File: src/rtl/sctg_pkg.sv
package sctg_pkg;

   localparam int ATTR_W    = 31;
   localparam int MIN_BITS  = 4;
   localparam int MAX_BITS  = 16;
   localparam int BITS_W    = $clog2(MAX_BITS + 1);
   localparam int CNT_W_MIN = 19;   // 7 * 2^16 delay cycles must fit

   // attribute field positions (decoded by this block only)
   localparam int FS_LSB     = 27;
   localparam int POL_BIT    = 26;
   localparam int PHA_BIT    = 25;
   localparam int ORD_BIT    = 24;
   localparam int BR_PRE_LSB = 16;
   localparam int BR_SCL_LSB = 0;
   localparam int NUM_DLY    = 3;   // 0: lead, 1: trail, 2: gap

   typedef enum logic [2:0] {
      PH_IDLE, PH_LEAD, PH_CLOCK, PH_TRAIL, PH_GAP
   } phase_e;

   function automatic int dly_pre_lsb(int k);
      return 22 - 2 * k;
   endfunction

   function automatic int dly_scl_lsb(int k);
      return 12 - 4 * k;
   endfunction

   // 1, 3, 5, 7
   function automatic logic [2:0] odd_pre(logic [1:0] c);
      return {c, 1'b1};
   endfunction

   // 2, 3, 5, 7
   function automatic logic [2:0] baud_pre(logic [1:0] c);
      case (c)
         2'd0:    return 3'd2;
         2'd1:    return 3'd3;
         2'd2:    return 3'd5;
         default: return 3'd7;
      endcase
   endfunction

   // half of the baud scaler: 1, 2, 3, then 2^(c-1)
   function automatic logic [14:0] half_scl(logic [3:0] c);
      if (c < 4'd3) return 15'(c) + 15'd1;
      else          return 15'd1 << (c - 4'd1);
   endfunction

endpackage

File: src/rtl/sctg_attr_decode.sv
module sctg_attr_decode
   import sctg_pkg::*;
#(
   parameter int CNT_W = 20
) (
   input  logic [ATTR_W-1:0]             attr,
   output logic [CNT_W-1:0]              half_len,
   output logic [NUM_DLY-1:0][CNT_W-1:0] dly_len,
   output logic [BITS_W-1:0]             nbits,
   output logic                          cpol,
   output logic                          cpha,
   output logic                          lsb
);

   logic [3:0] fs;

   assign cpol = attr[POL_BIT];
   assign cpha = attr[PHA_BIT];
   assign lsb  = attr[ORD_BIT];
   assign fs   = attr[FS_LSB +: 4];

   assign nbits = (fs < 4'd3) ? BITS_W'(MIN_BITS) : BITS_W'(fs) + BITS_W'(1);

   assign half_len = CNT_W'(baud_pre(attr[BR_PRE_LSB +: 2]))
                   * CNT_W'(half_scl(attr[BR_SCL_LSB +: 4]));

   for (genvar k = 0; k < NUM_DLY; k++) begin : g_dly
      localparam int PL = dly_pre_lsb(k);
      localparam int SL = dly_scl_lsb(k);
      assign dly_len[k] = CNT_W'(odd_pre(attr[PL +: 2]))
                        << ({1'b0, attr[SL +: 4]} + 5'd1);
   end

endmodule

File: src/rtl/sctg_span_cnt.sv
module sctg_span_cnt #(
   parameter int W = 20
) (
   input  logic         clk,
   input  logic         rst_n,
   input  logic         restart,
   input  logic         step,
   input  logic [W-1:0] len,
   output logic         first,
   output logic         last
);

   logic [W-1:0] cnt_q;

   assign first = (cnt_q == '0);
   assign last  = (cnt_q == len - W'(1));

   always_ff @(posedge clk or negedge rst_n) begin
      if (!rst_n)       cnt_q <= '0;
      else if (restart) cnt_q <= '0;
      else if (step)    cnt_q <= last ? '0 : cnt_q + W'(1);
   end

   AST_SPAN_IN_RANGE: assert property (@(posedge clk) disable iff (!rst_n)
      cnt_q < len);

endmodule

File: src/rtl/spi_timing_gen.sv
module spi_timing_gen
   import sctg_pkg::*;
#(
   parameter int CNT_W = 20
) (
   input  logic              clk_i,
   input  logic              rst_ni,
   input  logic              start_i,
   input  logic [ATTR_W-1:0] attr_i,
   output logic              sck_o,
   output logic              cs_active_o,
   output logic              busy_o,
   output logic              shift_o,
   output logic              sample_o,
   output logic              lsb_first_o,
   output logic              done_o
);

   if (CNT_W < CNT_W_MIN) begin : g_bad_width
      $error("spi_timing_gen: CNT_W too small for the longest delay");
   end

   phase_e              phase_q;
   logic                half_q;
   logic                done_q;
   logic [ATTR_W-1:0]   attr_q;

   logic [CNT_W-1:0]              half_len;
   logic [NUM_DLY-1:0][CNT_W-1:0] dly_len;
   logic [BITS_W-1:0]             nbits;
   logic                          cpol, cpha, lsb;

   logic [CNT_W-1:0] cyc_len;
   logic             cyc_first, cyc_last;
   logic             bit_first, bit_last;
   logic             accept;

   sctg_attr_decode #(.CNT_W(CNT_W)) u_decode (
      .attr     (attr_q),
      .half_len (half_len),
      .dly_len  (dly_len),
      .nbits    (nbits),
      .cpol     (cpol),
      .cpha     (cpha),
      .lsb      (lsb)
   );

   assign accept = start_i && (phase_q == PH_IDLE);

   always_comb begin
      case (phase_q)
         PH_LEAD:  cyc_len = dly_len[0];
         PH_CLOCK: cyc_len = half_len;
         PH_TRAIL: cyc_len = dly_len[1];
         PH_GAP:   cyc_len = dly_len[2];
         default:  cyc_len = CNT_W'(1);
      endcase
   end

   sctg_span_cnt #(.W(CNT_W)) u_cyc (
      .clk     (clk_i),
      .rst_n   (rst_ni),
      .restart (accept),
      .step    (phase_q != PH_IDLE),
      .len     (cyc_len),
      .first   (cyc_first),
      .last    (cyc_last)
   );

   sctg_span_cnt #(.W(BITS_W)) u_bits (
      .clk     (clk_i),
      .rst_n   (rst_ni),
      .restart ((phase_q == PH_LEAD) && cyc_last),
      .step    ((phase_q == PH_CLOCK) && half_q && cyc_last),
      .len     (nbits),
      .first   (bit_first),
      .last    (bit_last)
   );

   always_ff @(posedge clk_i or negedge rst_ni) begin
      if (!rst_ni) begin
         phase_q <= PH_IDLE;
         half_q  <= 1'b0;
         done_q  <= 1'b0;
         attr_q  <= '0;
      end else begin
         done_q <= 1'b0;
         case (phase_q)
            PH_IDLE: if (accept) begin
               attr_q  <= attr_i;
               phase_q <= PH_LEAD;
            end
            PH_LEAD: if (cyc_last) begin
               phase_q <= PH_CLOCK;
               half_q  <= 1'b0;
            end
            PH_CLOCK: if (cyc_last) begin
               half_q <= ~half_q;
               if (half_q && bit_last) phase_q <= PH_TRAIL;
            end
            PH_TRAIL: if (cyc_last) phase_q <= PH_GAP;
            PH_GAP: if (cyc_last) begin
               phase_q <= PH_IDLE;
               done_q  <= 1'b1;
            end
            default: phase_q <= PH_IDLE;
         endcase
      end
   end

   assign sck_o       = (phase_q == PH_CLOCK) ? (cpol ^ half_q ^ cpha) : cpol;
   assign cs_active_o = (phase_q == PH_LEAD) || (phase_q == PH_CLOCK) || (phase_q == PH_TRAIL);
   assign busy_o      = (phase_q != PH_IDLE);
   assign sample_o    = (phase_q == PH_CLOCK) && half_q && cyc_first;
   assign shift_o     = (phase_q == PH_CLOCK) && !half_q && cyc_first && (cpha || !bit_first);
   assign lsb_first_o = lsb;
   assign done_o      = done_q;

   AST_IDLE_SCK_STEADY: assert property (@(posedge clk_i) disable iff (!rst_ni)
      (!busy_o && !start_i) |=> $stable(sck_o));
   AST_SAMPLE_ON_EDGE: assert property (@(posedge clk_i) disable iff (!rst_ni)
      sample_o |-> (sck_o != $past(sck_o)));
   AST_SHIFT_ON_EDGE: assert property (@(posedge clk_i) disable iff (!rst_ni)
      shift_o |-> (sck_o != $past(sck_o)));
   AST_STROBES_APART: assert property (@(posedge clk_i) disable iff (!rst_ni)
      !(shift_o && sample_o));
   AST_EDGE_INSIDE_CS: assert property (@(posedge clk_i) disable iff (!rst_ni)
      (busy_o && (sck_o != $past(sck_o))) |-> cs_active_o);
   AST_DONE_SINGLE: assert property (@(posedge clk_i) disable iff (!rst_ni)
      done_o |-> (!busy_o ##1 !done_o));
   AST_ORDER_HELD: assert property (@(posedge clk_i) disable iff (!rst_ni)
      (busy_o && $past(busy_o)) |-> $stable(lsb_first_o));

endmodule

File: config.mk
export PLATFORM = sky130hd
export DESIGN_NAME = spi_timing_gen
export DESIGN_NICKNAME = d
export VERILOG_FILES = /design/src/rtl/sctg_pkg.sv /design/src/rtl/sctg_attr_decode.sv /design/src/rtl/sctg_span_cnt.sv /design/src/rtl/spi_timing_gen.sv
export SDC_FILE = /design/constraint.sdc
export NUM_CORES = 1
export LEC_CHECK = 0
export ABC_AREA = 1
export BUFFER_PORTS_ARGS = -buffer_cell sky130_fd_sc_hd__buf_2
export CORE_ASPECT_RATIO = 0.8
export CORE_MARGIN = 8
export CORE_UTILIZATION = 38
export DETAILED_ROUTE_END_ITERATION = 7
export SLEW_MARGIN = 10
export SYNTH_ARGS = -nofsm -noshare
export SYNTH_HDL_FRONTEND = slang
export SYNTH_SLANG_ARGS = --single-unit
File: constraint.sdc
create_clock -name clk_i -period 4.85 [get_ports clk_i]
set_input_delay 0.97 -clock clk_i [delete_from_list [all_inputs] [get_ports clk_i]]
set_output_delay 0.97 -clock clk_i [all_outputs]
set_load 0.02 [all_outputs]
==> results by group <==
Global route
  • Global route total overflow: 0
  • Vias in the first global route: roughly 8.2k
  • Largest net degree at the start of global routing: 62
  • Tot GR Track Use: 19.5%
  • First-pass GRT wire length: ~40 mm
  • Initial antenna violation count: 0

Min path
  • Hold_sp: attr_q[24]$_DFFE_PN0P_
  • Hold worst-path end: attr_q[24]$_DFFE_PN0P_
  • Hold crit path type: flop to flop
  • Hold path cells: 1

Die
  • Initial core utilization: between 30% and 40%
  • Number of top-level pins: 41
  • Die width: around 180 um
  • Die Height: roughly 140 um
  • Die area: approximately 25000 sq um
  • Std-Cell Rows: 46
  • CORE AREA: about 20000 sq um

Detailed routing
  • Via count: 8780
  • First DRT Iteration DRCs: about 690
  • Drt first pass iters: 5
  • Via density: roughly 5.0
  • ANT nets after route: 0
  • Final WL: 24.7 mm
  • Drc violations: 0
  • WL/cell: between 10 and 15 um

STA
  • Final Max Tran Viols: 0
  • Period utilisation layout: between 90% and 100%
  • Final Setup Violations: 0
  • Worst Tran Pin Value: approximately 0.96 ns
  • Final Hold Viols: 0
  • Fmax: 209 MHz
  • Layout Skew: 0.0110 ns
  • RSZ-0062 raised after global routing: yes
  • Worst slew margin: 35.9%
  • Setup ws final: about 0.063 ns
  • Tmin final: 4.79 ns

Setup path
  • Worst Setup End Kind: flop
  • Critical path data arrival time: between 5 and 6 ns
  • Crit path required time: 5.12 ns
  • Crit start category: flop
  • WP buf/inv: 6
  • Crit Path Category: flop to flop
  • R2R Path End: u_bits.cnt_q[1]$_DFFE_PN0P_
  • Critical path peak fanout: 8
  • Flop2flop setup slack: between 0.06 and 0.07 ns
  • FF-to-FF Start: attr_q[1]$_DFFE_PN0P_
  • CP max stage delay: 0.54 ns
  • Top delay family on crit path: simple AND/OR/NAND/NOR gates
  • FF-to-FF path depth: 35
  • CP most frequent cell: nand2_2
  • Slowest stage cell on the critical path: fa_1

Logic synthesis
  • Distinct cells, synth: 38
  • Syn nets: 1419
  • Synth warnings: 0
  • Avg Cell Area, Syn: just under 6 sq um
  • Post-synthesis sequential area ratio: 19.7%
  • Mapped cell area: between 7000 and 8000 sq um
  • Area fraction of the dominant cell type after synthesis: around a fifth
  • Cell taking the most area after synthesis: nand2_1
  • Post-Synthesis Cells: 1335
  • Seq cells post-synth: 61
  • Top cells by area, synth: nand2_1 20%, dfrtp_1 20%, nor2_1 10%, nand3_1 9.3%, inv_1 9.1%

Place
  • Routability cong.: between 0.9 and 1
  • DP HPWL: roughly 20 mm
  • Dpl cells: between 1.5k and 2k
  • DP Worst Slack: -0.147 ns
  • PortBufs: 40

Final layout
  • FF/Latch Area: about 1500 sq um
  • Area Overhead vs Synth: 29.0%
  • Footprint of the multi-input gates: around 6000 sq um
  • Diode count: 0
  • Most common cell after layout, fill and taps aside: nand2_1
  • Final cell count without fillers: between 1.5k and 2k
  • Fill cell total of the finished layout: approximately 2.1k
  • Nets: between 1.5k and 2k
  • Most frequent cells in the layout: 368 x nand2_1, 177 x inv_1, 168 x nor2_1
  • Layout cells sized above 1: 24.6%

Flow run
  • Max Cap Viol: 0

Clock network
  • Clock sink count: between 60 and 70
  • Max clock buf depth: 2
  • Worst-Skew Late Latency: between 0.3 and 0.4 ns
  • Clk slew on worst S/H paths: approximately 0.060 ns
  • CTS root buf: clkbuf_16
  • Hold_buf cts: 0
  • Total CTS buffers: 9
  • CTS tree: yes
  • Total number of H-tree levels: 3

Outcome
  • Status: finished clean
-- cells in the mapped netlist (all sizes together) --
master   count
buf          5
clkinv       3
nor4         6
mux2        14
or2          2
a211oi       3
dfrtp       61
xnor2        4
and2         2
clkbuf      13
fa          14
and3         2
nor3        21
nand2      423
o21ai       55
a31oi        1
a21oi       39
nand3      147
nor2       234
nand4       28
a2111oi      1
a311oi       1
nand3b       3
inv        195
xor2        20
o211ai       1
ha          36
a22oi        1
-- metrics by stage --
stage               setup TNS (ns)  instance area [sq um]  utilization [%]  hold slack [ns]
floorplan                        0                   7740                -            0.494
CTS                              0                   9290             46.6            0.501
global placement          -0.00928                   8880             44.6            0.485
global route                 -4.07                   9990             50.1            0.518
finish                           0                   9990             50.1            0.501
detailed placement           -2.61                   8880             44.6            0.489
-- per-layer routing --
layer  up-vias  track usage, %  share of wire (%)
met5         -               0                  0
met4         0            5.88                2.1
met3        34            4.35                5.9
met2       207            29.9                 43
met1      4013            27.0                 49
li1       4526               -                  -
-- area by class of cell --
| cell class | count | share of cell area (%) |
|---|---|---|
| clock inverter | 6 | 0.702 |
| tap | 264 | 3.31 |
| multi-input combinational | 1059 | 60.0 |
| inverter | 198 | 7.48 |
| sequential | 61 | 15.3 |
| timing repair buffer | 150 | 10.8 |
| clock buffer | 10 | 2.39 |
-- how the worst max path moves through the flow --
stage / from / end / depth (start not counted)
after floorplan: attr_q[0]$_DFFE_PN0P_ / u_cyc.cnt_q[19]$_DFFE_PN0P_ / 31
after global placement: attr_q[1]$_DFFE_PN0P_ / phase_q[2]$_DFFE_PN0P_ / 30
after detailed placement: attr_q[1]$_DFFE_PN0P_ / phase_q[2]$_DFFE_PN0P_ / 32
after CTS: attr_q[1]$_DFFE_PN0P_ / u_cyc.cnt_q[4]$_DFFE_PN0P_ / 32
after global routing: attr_q[1]$_DFFE_PN0P_ / u_bits.cnt_q[0]$_DFFE_PN0P_ / 35
final: attr_q[1]$_DFFE_PN0P_ / u_bits.cnt_q[1]$_DFFE_PN0P_ / 35
-- worst reg2reg max path, delay by kind of cell (launching register included) --
kind                       cells  cell delay [ns]
and+or+nand+nor               23             2.23
adders and majority gates      4             1.22
buffers and inverters          6             0.54
DFF                            1             0.41
xor gates and xnor gates       1             0.18
AOI/OAI and AO/OA              1             0.09
-- timing repair --
item                                    4_1_cts  5_1_grt
gates cloned                                  1        0
gates resized for setup                      16      153
pin swaps                                     3       60
endpoints found under the setup margin       27       30
endpoints found under the hold margin         0        0
setup buffers                                 2       15
-- state kept, by name, indices dropped and copies added (netlist names) --
signal and cells:
u_cyc.cnt_q 20, done_o 1, attr_q 31, half_q 1
phase_q 3, u_bits.cnt_q 5
-- cells by family after synthesis --
logic type	after synthesis	share of synthesized area, %
AOI/OAI and AO/OA	102	6.87
xor gates and xnor gates	24	2.72
adders and majority gates	50	9.44
buffers and inverters	216	10.7
DFF	61	19.7
muxes	14	2.04
and+or+nand+nor	868	48.5
Power is left out: the tool's default activity adds up to more than one toggle a clock period on the data nets, which glitch-free logic cannot reach.
